[src/rtl/mhf_pkg.sv]
`timescale 1ns/1ps
package mhf_pkg;
  localparam int unsigned MAC_W      = 48;
  localparam int unsigned REG_W      = 32;
  localparam int unsigned HASH_W     = 8;
  localparam int unsigned BSEL_W     = $clog2(REG_W);
  localparam int unsigned WSEL_W     = HASH_W - BSEL_W;
  localparam int unsigned HASH_WORDS = 1 << WSEL_W;
  localparam int unsigned TBL_W      = HASH_WORDS * REG_W;
  localparam int unsigned RADDR_W    = 4;
  localparam logic [RADDR_W-1:0] RA_STA_LO = RADDR_W'(HASH_WORDS);
  localparam logic [RADDR_W-1:0] RA_STA_HI = RADDR_W'(HASH_WORDS + 1);
  localparam logic [RADDR_W-1:0] RA_MODE   = RADDR_W'(HASH_WORDS + 2);
  localparam logic [31:0] CRC_POLY = 32'hEDB8_8320;

  typedef struct packed {
    logic hash_grp;
    logic pass_grp;
    logic promisc;
  } mode_t;

  typedef struct packed {
    logic [HASH_W-1:0] idx;
    logic              grp;
    logic              bcast;
    logic              sta_hit;
  } parsed_t;

  // reflected crc over the address, LSB of byte 0 first; returns hash index
  function automatic logic [HASH_W-1:0] hash_index(input logic [MAC_W-1:0] a);
    logic [31:0] c;
    logic        fb;
    logic [HASH_W-1:0] h;
    c = '1;
    for (int i = 0; i < MAC_W; i++) begin
      fb = c[0] ^ a[i];
      c  = c >> 1;
      if (fb) c = c ^ CRC_POLY;
    end
    for (int j = 0; j < HASH_W; j++) h[j] = ~c[HASH_W-1-j];
    return h;
  endfunction
endpackage

[src/rtl/mhf_regs.sv]
`timescale 1ns/1ps
module mhf_regs
  import mhf_pkg::*;
(
  input  logic               clk_i,
  input  logic               rst_ni,
  input  logic               wr_en_i,
  input  logic [RADDR_W-1:0] wr_addr_i,
  input  logic [REG_W-1:0]   wr_data_i,
  output logic [TBL_W-1:0]   hash_tbl_o,
  output logic [MAC_W-1:0]   sta_addr_o,
  output mode_t              mode_o
);
  localparam int unsigned HI_W = MAC_W - REG_W;

  for (genvar g = 0; g < HASH_WORDS; g++) begin : g_word
    always_ff @(posedge clk_i or negedge rst_ni) begin
      if (!rst_ni) hash_tbl_o[g*REG_W +: REG_W] <= '0;
      else if (wr_en_i && wr_addr_i == RADDR_W'(g))
        hash_tbl_o[g*REG_W +: REG_W] <= wr_data_i;
    end
  end

  always_ff @(posedge clk_i or negedge rst_ni) begin
    if (!rst_ni) begin
      sta_addr_o <= '0;
      mode_o     <= '0;
    end else if (wr_en_i) begin
      if (wr_addr_i == RA_STA_LO) sta_addr_o[REG_W-1:0] <= wr_data_i;
      if (wr_addr_i == RA_STA_HI) sta_addr_o[MAC_W-1:REG_W] <= wr_data_i[HI_W-1:0];
      if (wr_addr_i == RA_MODE)   mode_o <= mode_t'(wr_data_i[$bits(mode_t)-1:0]);
    end
  end

  AST_MODE_WRITE: assert property (@(posedge clk_i) disable iff (!rst_ni)
    (wr_en_i && wr_addr_i == RA_MODE) |=> (mode_o.promisc == $past(wr_data_i[0])));
endmodule

[src/rtl/mhf_parse.sv]
`timescale 1ns/1ps
module mhf_parse
  import mhf_pkg::*;
(
  input  logic             clk_i,
  input  logic             rst_ni,
  input  logic [MAC_W-1:0] dst_addr_i,
  input  logic             dst_valid_i,
  input  logic [MAC_W-1:0] sta_addr_i,
  output parsed_t          parsed_o,
  output logic             valid_o
);
  parsed_t p_d;

  always_comb begin
    p_d.idx     = hash_index(dst_addr_i);
    p_d.grp     = dst_addr_i[0];
    p_d.bcast   = &dst_addr_i;
    p_d.sta_hit = (dst_addr_i == sta_addr_i);
  end

  always_ff @(posedge clk_i or negedge rst_ni) begin
    if (!rst_ni) begin
      parsed_o <= '0;
      valid_o  <= 1'b0;
    end else begin
      valid_o <= dst_valid_i;
      if (dst_valid_i) parsed_o <= p_d;
    end
  end
endmodule

[src/rtl/mhf_decide.sv]
`timescale 1ns/1ps
module mhf_decide
  import mhf_pkg::*;
(
  input  logic             clk_i,
  input  logic             rst_ni,
  input  logic             valid_i,
  input  parsed_t          parsed_i,
  input  logic [TBL_W-1:0] hash_tbl_i,
  input  mode_t            mode_i,
  output logic             accept_valid_o,
  output logic             accept_o
);
  logic hash_bit;
  logic verdict;

  // word w bit b sits at w*REG_W+b, which equals the index itself
  assign hash_bit = hash_tbl_i[parsed_i.idx];

  always_comb begin
    if (mode_i.promisc || parsed_i.bcast) verdict = 1'b1;
    else if (parsed_i.grp)                verdict = mode_i.pass_grp || (mode_i.hash_grp && hash_bit);
    else                                  verdict = parsed_i.sta_hit;
  end

  always_ff @(posedge clk_i or negedge rst_ni) begin
    if (!rst_ni) begin
      accept_valid_o <= 1'b0;
      accept_o       <= 1'b0;
    end else begin
      accept_valid_o <= valid_i;
      accept_o       <= valid_i && verdict;
    end
  end

  AST_PROMISC_KEEP: assert property (@(posedge clk_i) disable iff (!rst_ni)
    (valid_i && mode_i.promisc) |=> accept_o);
  AST_BCAST_KEEP: assert property (@(posedge clk_i) disable iff (!rst_ni)
    (valid_i && parsed_i.bcast) |=> accept_o);
  AST_UCAST_MISS: assert property (@(posedge clk_i) disable iff (!rst_ni)
    (valid_i && !parsed_i.grp && !parsed_i.sta_hit && !mode_i.promisc) |=> !accept_o);
endmodule

[src/rtl/mcast_hash_filter.sv]
`timescale 1ns/1ps
module mcast_hash_filter
  import mhf_pkg::*;
(
  input  logic               clk_i,
  input  logic               rst_ni,
  input  logic               wr_en_i,
  input  logic [RADDR_W-1:0] wr_addr_i,
  input  logic [REG_W-1:0]   wr_data_i,
  input  logic [MAC_W-1:0]   dst_addr_i,
  input  logic               dst_valid_i,
  output logic               accept_valid_o,
  output logic               accept_o
);
  logic [TBL_W-1:0] hash_tbl;
  logic [MAC_W-1:0] sta_addr;
  mode_t            mode;
  parsed_t          parsed;
  logic             parsed_vld;

  mhf_regs u_regs (
    .clk_i, .rst_ni, .wr_en_i, .wr_addr_i, .wr_data_i,
    .hash_tbl_o(hash_tbl), .sta_addr_o(sta_addr), .mode_o(mode)
  );

  mhf_parse u_parse (
    .clk_i, .rst_ni, .dst_addr_i, .dst_valid_i,
    .sta_addr_i(sta_addr), .parsed_o(parsed), .valid_o(parsed_vld)
  );

  mhf_decide u_decide (
    .clk_i, .rst_ni, .valid_i(parsed_vld), .parsed_i(parsed),
    .hash_tbl_i(hash_tbl), .mode_i(mode),
    .accept_valid_o, .accept_o
  );

  AST_VERDICT_DUE: assert property (@(posedge clk_i) disable iff (!rst_ni)
    dst_valid_i |-> ##2 accept_valid_o);
  AST_NO_STRAY: assert property (@(posedge clk_i) disable iff (!rst_ni)
    accept_valid_o |-> $past(dst_valid_i, 2));
  AST_QUIET_REJECT: assert property (@(posedge clk_i) disable iff (!rst_ni)
    !accept_valid_o |-> !accept_o);
endmodule

[config.mk]
export PLATFORM = sky130hd
export DESIGN_NAME = mcast_hash_filter
export DESIGN_NICKNAME = d
export VERILOG_FILES = /design/src/rtl/mhf_pkg.sv /design/src/rtl/mhf_regs.sv /design/src/rtl/mhf_parse.sv /design/src/rtl/mhf_decide.sv /design/src/rtl/mcast_hash_filter.sv
export SDC_FILE = /design/constraint.sdc
export NUM_CORES = 1
export LEC_CHECK = 0
export ABC_CLOCK_PERIOD_IN_PS = 4400
export CAP_MARGIN = 0
export CORE_MARGIN = 3
export CORE_UTILIZATION = 35
export DETAILED_ROUTE_END_ITERATION = 10
export PLACE_DENSITY = 0.47
export SYNTH_ARGS = -nofsm -noshare
export SYNTH_HDL_FRONTEND = slang
export SYNTH_SLANG_ARGS = --single-unit
export TNS_END_PERCENT = 20
[constraint.sdc]
create_clock -name clk_i -period 4.4 [get_ports clk_i]
set_clock_uncertainty 0.1 [all_clocks]
set_input_delay 0.66 -clock clk_i [delete_from_list [all_inputs] [get_ports clk_i]]
set_output_delay 0.66 -clock clk_i [all_outputs]
set_load 0.02 [all_outputs]
==> impl_metrics.toml <==
[run_status]
status = "complete, no violations"

[clocking]
cts_made_buffers = 38
clock-root-buffer = "clkbuf_16"
post_cts_buffers = 0
insertion_delay_ps = 560
cts.sinks = 321
cts.clk_slew.worst_paths_ps = 60
htreeDepth = 2
cts_tree = "done"
cts_hold_repair.buffers = 0
post_cts_resized = 0
clockBufferDepth = 3

[flow_run]
drv_cap = 0

[floorplan]
core_um2 = 48950
rows = 81
dieHeight_um = 228.9
die_w_um = 228.9
initial_utilization_pct = 35.51
dieArea_um2 = 52370
pin_count = 90

[final_layout]
syn_to_final_growth_pct = 22.91
stdcell_count = 2091
drive_above_1_share_pct = 44.78
insertedDiodeCount = 0
nets = 1492

[setup_path]
crit-reg2reg-launch = "u_parse.parsed_o[3]$_DFFE_PN0P_"
critPathLaunchType = "input pin"
worst_path_most_repeated_cell = "xnor3_1"
slowest_stage = "xnor3_1"
critical_path_class = "input pin to register"
worst_setup_path_end_kind = "register"
r2r_slack_ps = 790
rr_worst_depth = 9
reg2reg_to = "u_decide.accept_o$_DFF_PN0_"
arrival_ps = 4580
cp_cell_sequence = "clkdlybuf4s50_1, ha_1, buf_4, xnor2_4, xnor3_1, xnor3_1, xor2_1, xnor2_1, xnor3_1, xnor2_1, xnor3_1, xnor2_1, a21oi_1"
cp_max_fo = 3
critPathMaxStageDelay_ps = 480
cp_data_required_time_ps = 4730

[pwr]
swShare_pct = 34.33
clkPwrFrac_pct = 14.6
ir_drop_v = 0.001832
p_sw_uw = 7446
internal-power_uw = 14250
p_per_area_nw_per_um2 = 1015
p_leak_uw = 0.009125
comb_power_share_pct = 65.8
seq_power_share_pct = 19.6

[logic_synthesis]
syn_area_um2 = 17380
yosys_warnings = 0
synth_largest_area_cell = "dfrtp_1"
ys.flop_type = "dfrtp_1"
ys_types = 48
synth_top_area_share_pct = 46.21
synth.ff_latch_count = 321
synth_commonest_cells = "dfrtp_1, mux2_2, xnor2_1"
synth-edff-count = 0
synth.most_common_cell = "dfrtp_1"
syn-num-nets = 1281
async_flop_share_pct = 100.0
synthTopCellsByArea = "dfrtp_1, mux2_2, mux4_2"
seq_area_frac_synth_pct = 46.21
synth_area_per_cell_um2 = 14.61
synth_cells = 1190

[place]
place_hpwl_um = 37480
portBuffers = 89
dp_cells = 2025
gp_congestion = 0.8678

[routing]
dr.first_iter.drc_count = 582
wl_um = 51310
vias = 10554
ant_nets = 0
drt_first_pass_iters = 4
vias_per_cell = 5.047
wl_per_cell_um = 24.54
remaining_drc_errors = 0

[sta]
hold_viol_final = 0
timing.final.crit_share_pct = 96.58
clock.fmax_ghz = 0.2353
slew_violations = 0
tns_ps = 0
relSlewSlack_pct = 31.49
period_needed_ps = 4250
rsz0062_at_grt = "no"
tightest_slew_ps = 1023
setup_viol_count_final = 0

[global_routing]
grt_pass1_vias = 11173
overflow = 0
grt_usage_pct = 19.82
grt_pass1_wl_um = 76910
antenna_found_initial = 2
grt_max_degree = 96

[worst_hold_path]
min_path_type = "input pin to asynchronous set/reset pin"
[cell type report]
type	instances	area, µm²
clock buffers	52	1064
clock inverters	14	205.2
fillers	4520	27590
inverters	9	33.78
multi-input cells	775	8994
flip-flops and latches	321	8038
well taps	664	830.8
repair buffers	256	2200
[how the worst max path moves through the flow]
stage                        from                         endpoint  slack, ps  depth (start not counted)
floorplan           dst_addr_i[0]  u_parse.parsed_o[7]$_DFFE_PN0P_        140                         12
global placement    dst_addr_i[0]  u_parse.parsed_o[4]$_DFFE_PN0P_       -360                         13
detailed placement  dst_addr_i[0]  u_parse.parsed_o[4]$_DFFE_PN0P_       -420                         13
CTS                 dst_addr_i[0]  u_parse.parsed_o[4]$_DFFE_PN0P_        180                         13
global route        dst_addr_i[0]  u_parse.parsed_o[3]$_DFFE_PN0P_          4                         13
finish              dst_addr_i[0]  u_parse.parsed_o[4]$_DFFE_PN0P_        150                         13
[flip-flops by register name, summed over array words and instances (netlist names)]
register / count
u_decide.accept_o: 1
u_parse.parsed_o: 11
u_decide.accept_valid_o: 1
u_parse.valid_o: 1
u_regs.mode_o: 3
u_regs.sta_addr_o: 48
u_regs.hash_tbl_o: 256
[kinds of logic after synthesis]
logic type	after synthesis	synth area share, %
compound gates	66	2.735
xor+xnor	259	17.85
fa+ha+maj	3	0.2160
buf+inv	94	2.239
flops	321	46.21
mux	376	28.50
simple gates	71	2.246
[metal layers]
| metal | track usage, % | share of wire (%) | vias to the layer above |
|---|---|---|---|
| met3 | 2.879 | 4.0 | 45 |
| met5 | 0 | 0.066 | - |
| met2 | 32.59 | 48 | 170 |
| met1 | 28.29 | 47 | 5610 |
| met4 | 3.608 | 1.2 | 4 |
| li1 | - | - | 4725 |
[metrics by stage]
stage | hold WS [ps] | utilization (%) | cell area, µm² | power [µW] | setup WS, ps
2_1_floorplan | 254.0 | - | 17380 | 14160 | 141.4
3_3_place_gp | 312.4 | 41.05 | 20100 | 18650 | -361.8
3_5_place_dp | 314.5 | 41.05 | 20100 | 18730 | -419.0
4_1_cts | 72.14 | 43.64 | 21360 | 22060 | 176.0
5_1_grt | 94.87 | 43.64 | 21360 | 23050 | 4.352
6_report | 52.05 | 43.64 | 21360 | 21690 | 150.4
[power by group through the flow]
| stage | logic [µW] | registers, µW | clock network [µW] |
|---|---|---|---|
| 6_report | 14300 | 4240 | 3180 |
| 5_1_grt | 15300 | 4330 | 3400 |
| 3_3_place_gp | 14400 | 4270 | 0 |
| 4_1_cts | 14500 | 4240 | 3280 |
| 3_5_place_dp | 14400 | 4290 | 0 |
| 2_1_floorplan | 10100 | 4030 | 0 |
[cell usage in the layout, fill, tap and decap left out, types with 4 or more instances in the layout]
cell | netlist | final
dfrtp_1 | 321 | 319
mux2_2 | 311 | 311
buf_4 | 3 | 163
xnor2_1 | 146 | 146
clkdlybuf4s50_1 | 0 | 88
mux4_2 | 64 | 64
xor2_1 | 52 | 52
clkbuf_16 | 0 | 38
xnor3_1 | 27 | 27
nand4_1 | 18 | 18
nor2_1 | 16 | 12
a21oi_1 | 12 | 12
a22oi_1 | 12 | 12
a221oi_1 | 12 | 12
a22o_1 | 10 | 10
nor4_1 | 9 | 9
inv_1 | 9 | 9
xnor3_2 | 8 | 8
clkbuf_1 | 36 | 8
xor3_1 | 7 | 7
o22ai_1 | 7 | 7
o21ai_0 | 6 | 6
xnor2_2 | 6 | 6
nand2_1 | 6 | 6
clkbuf_8 | 0 | 6
clkinv_2 | 0 | 5
xor2_2 | 4 | 4
nand2b_1 | 6 | 4
buf_12 | 0 | 4
[critical path, delay by kind of cell]
kind | cells | cell delay (ps)
XOR/XNOR | 9 | 2820
buffers and inverters | 2 | 620
adder cells (fa/ha/maj) | 1 | 380
AO/OA/AOI/OAI | 1 | 80
Note: power is estimated with default switching activity, not from simulation.
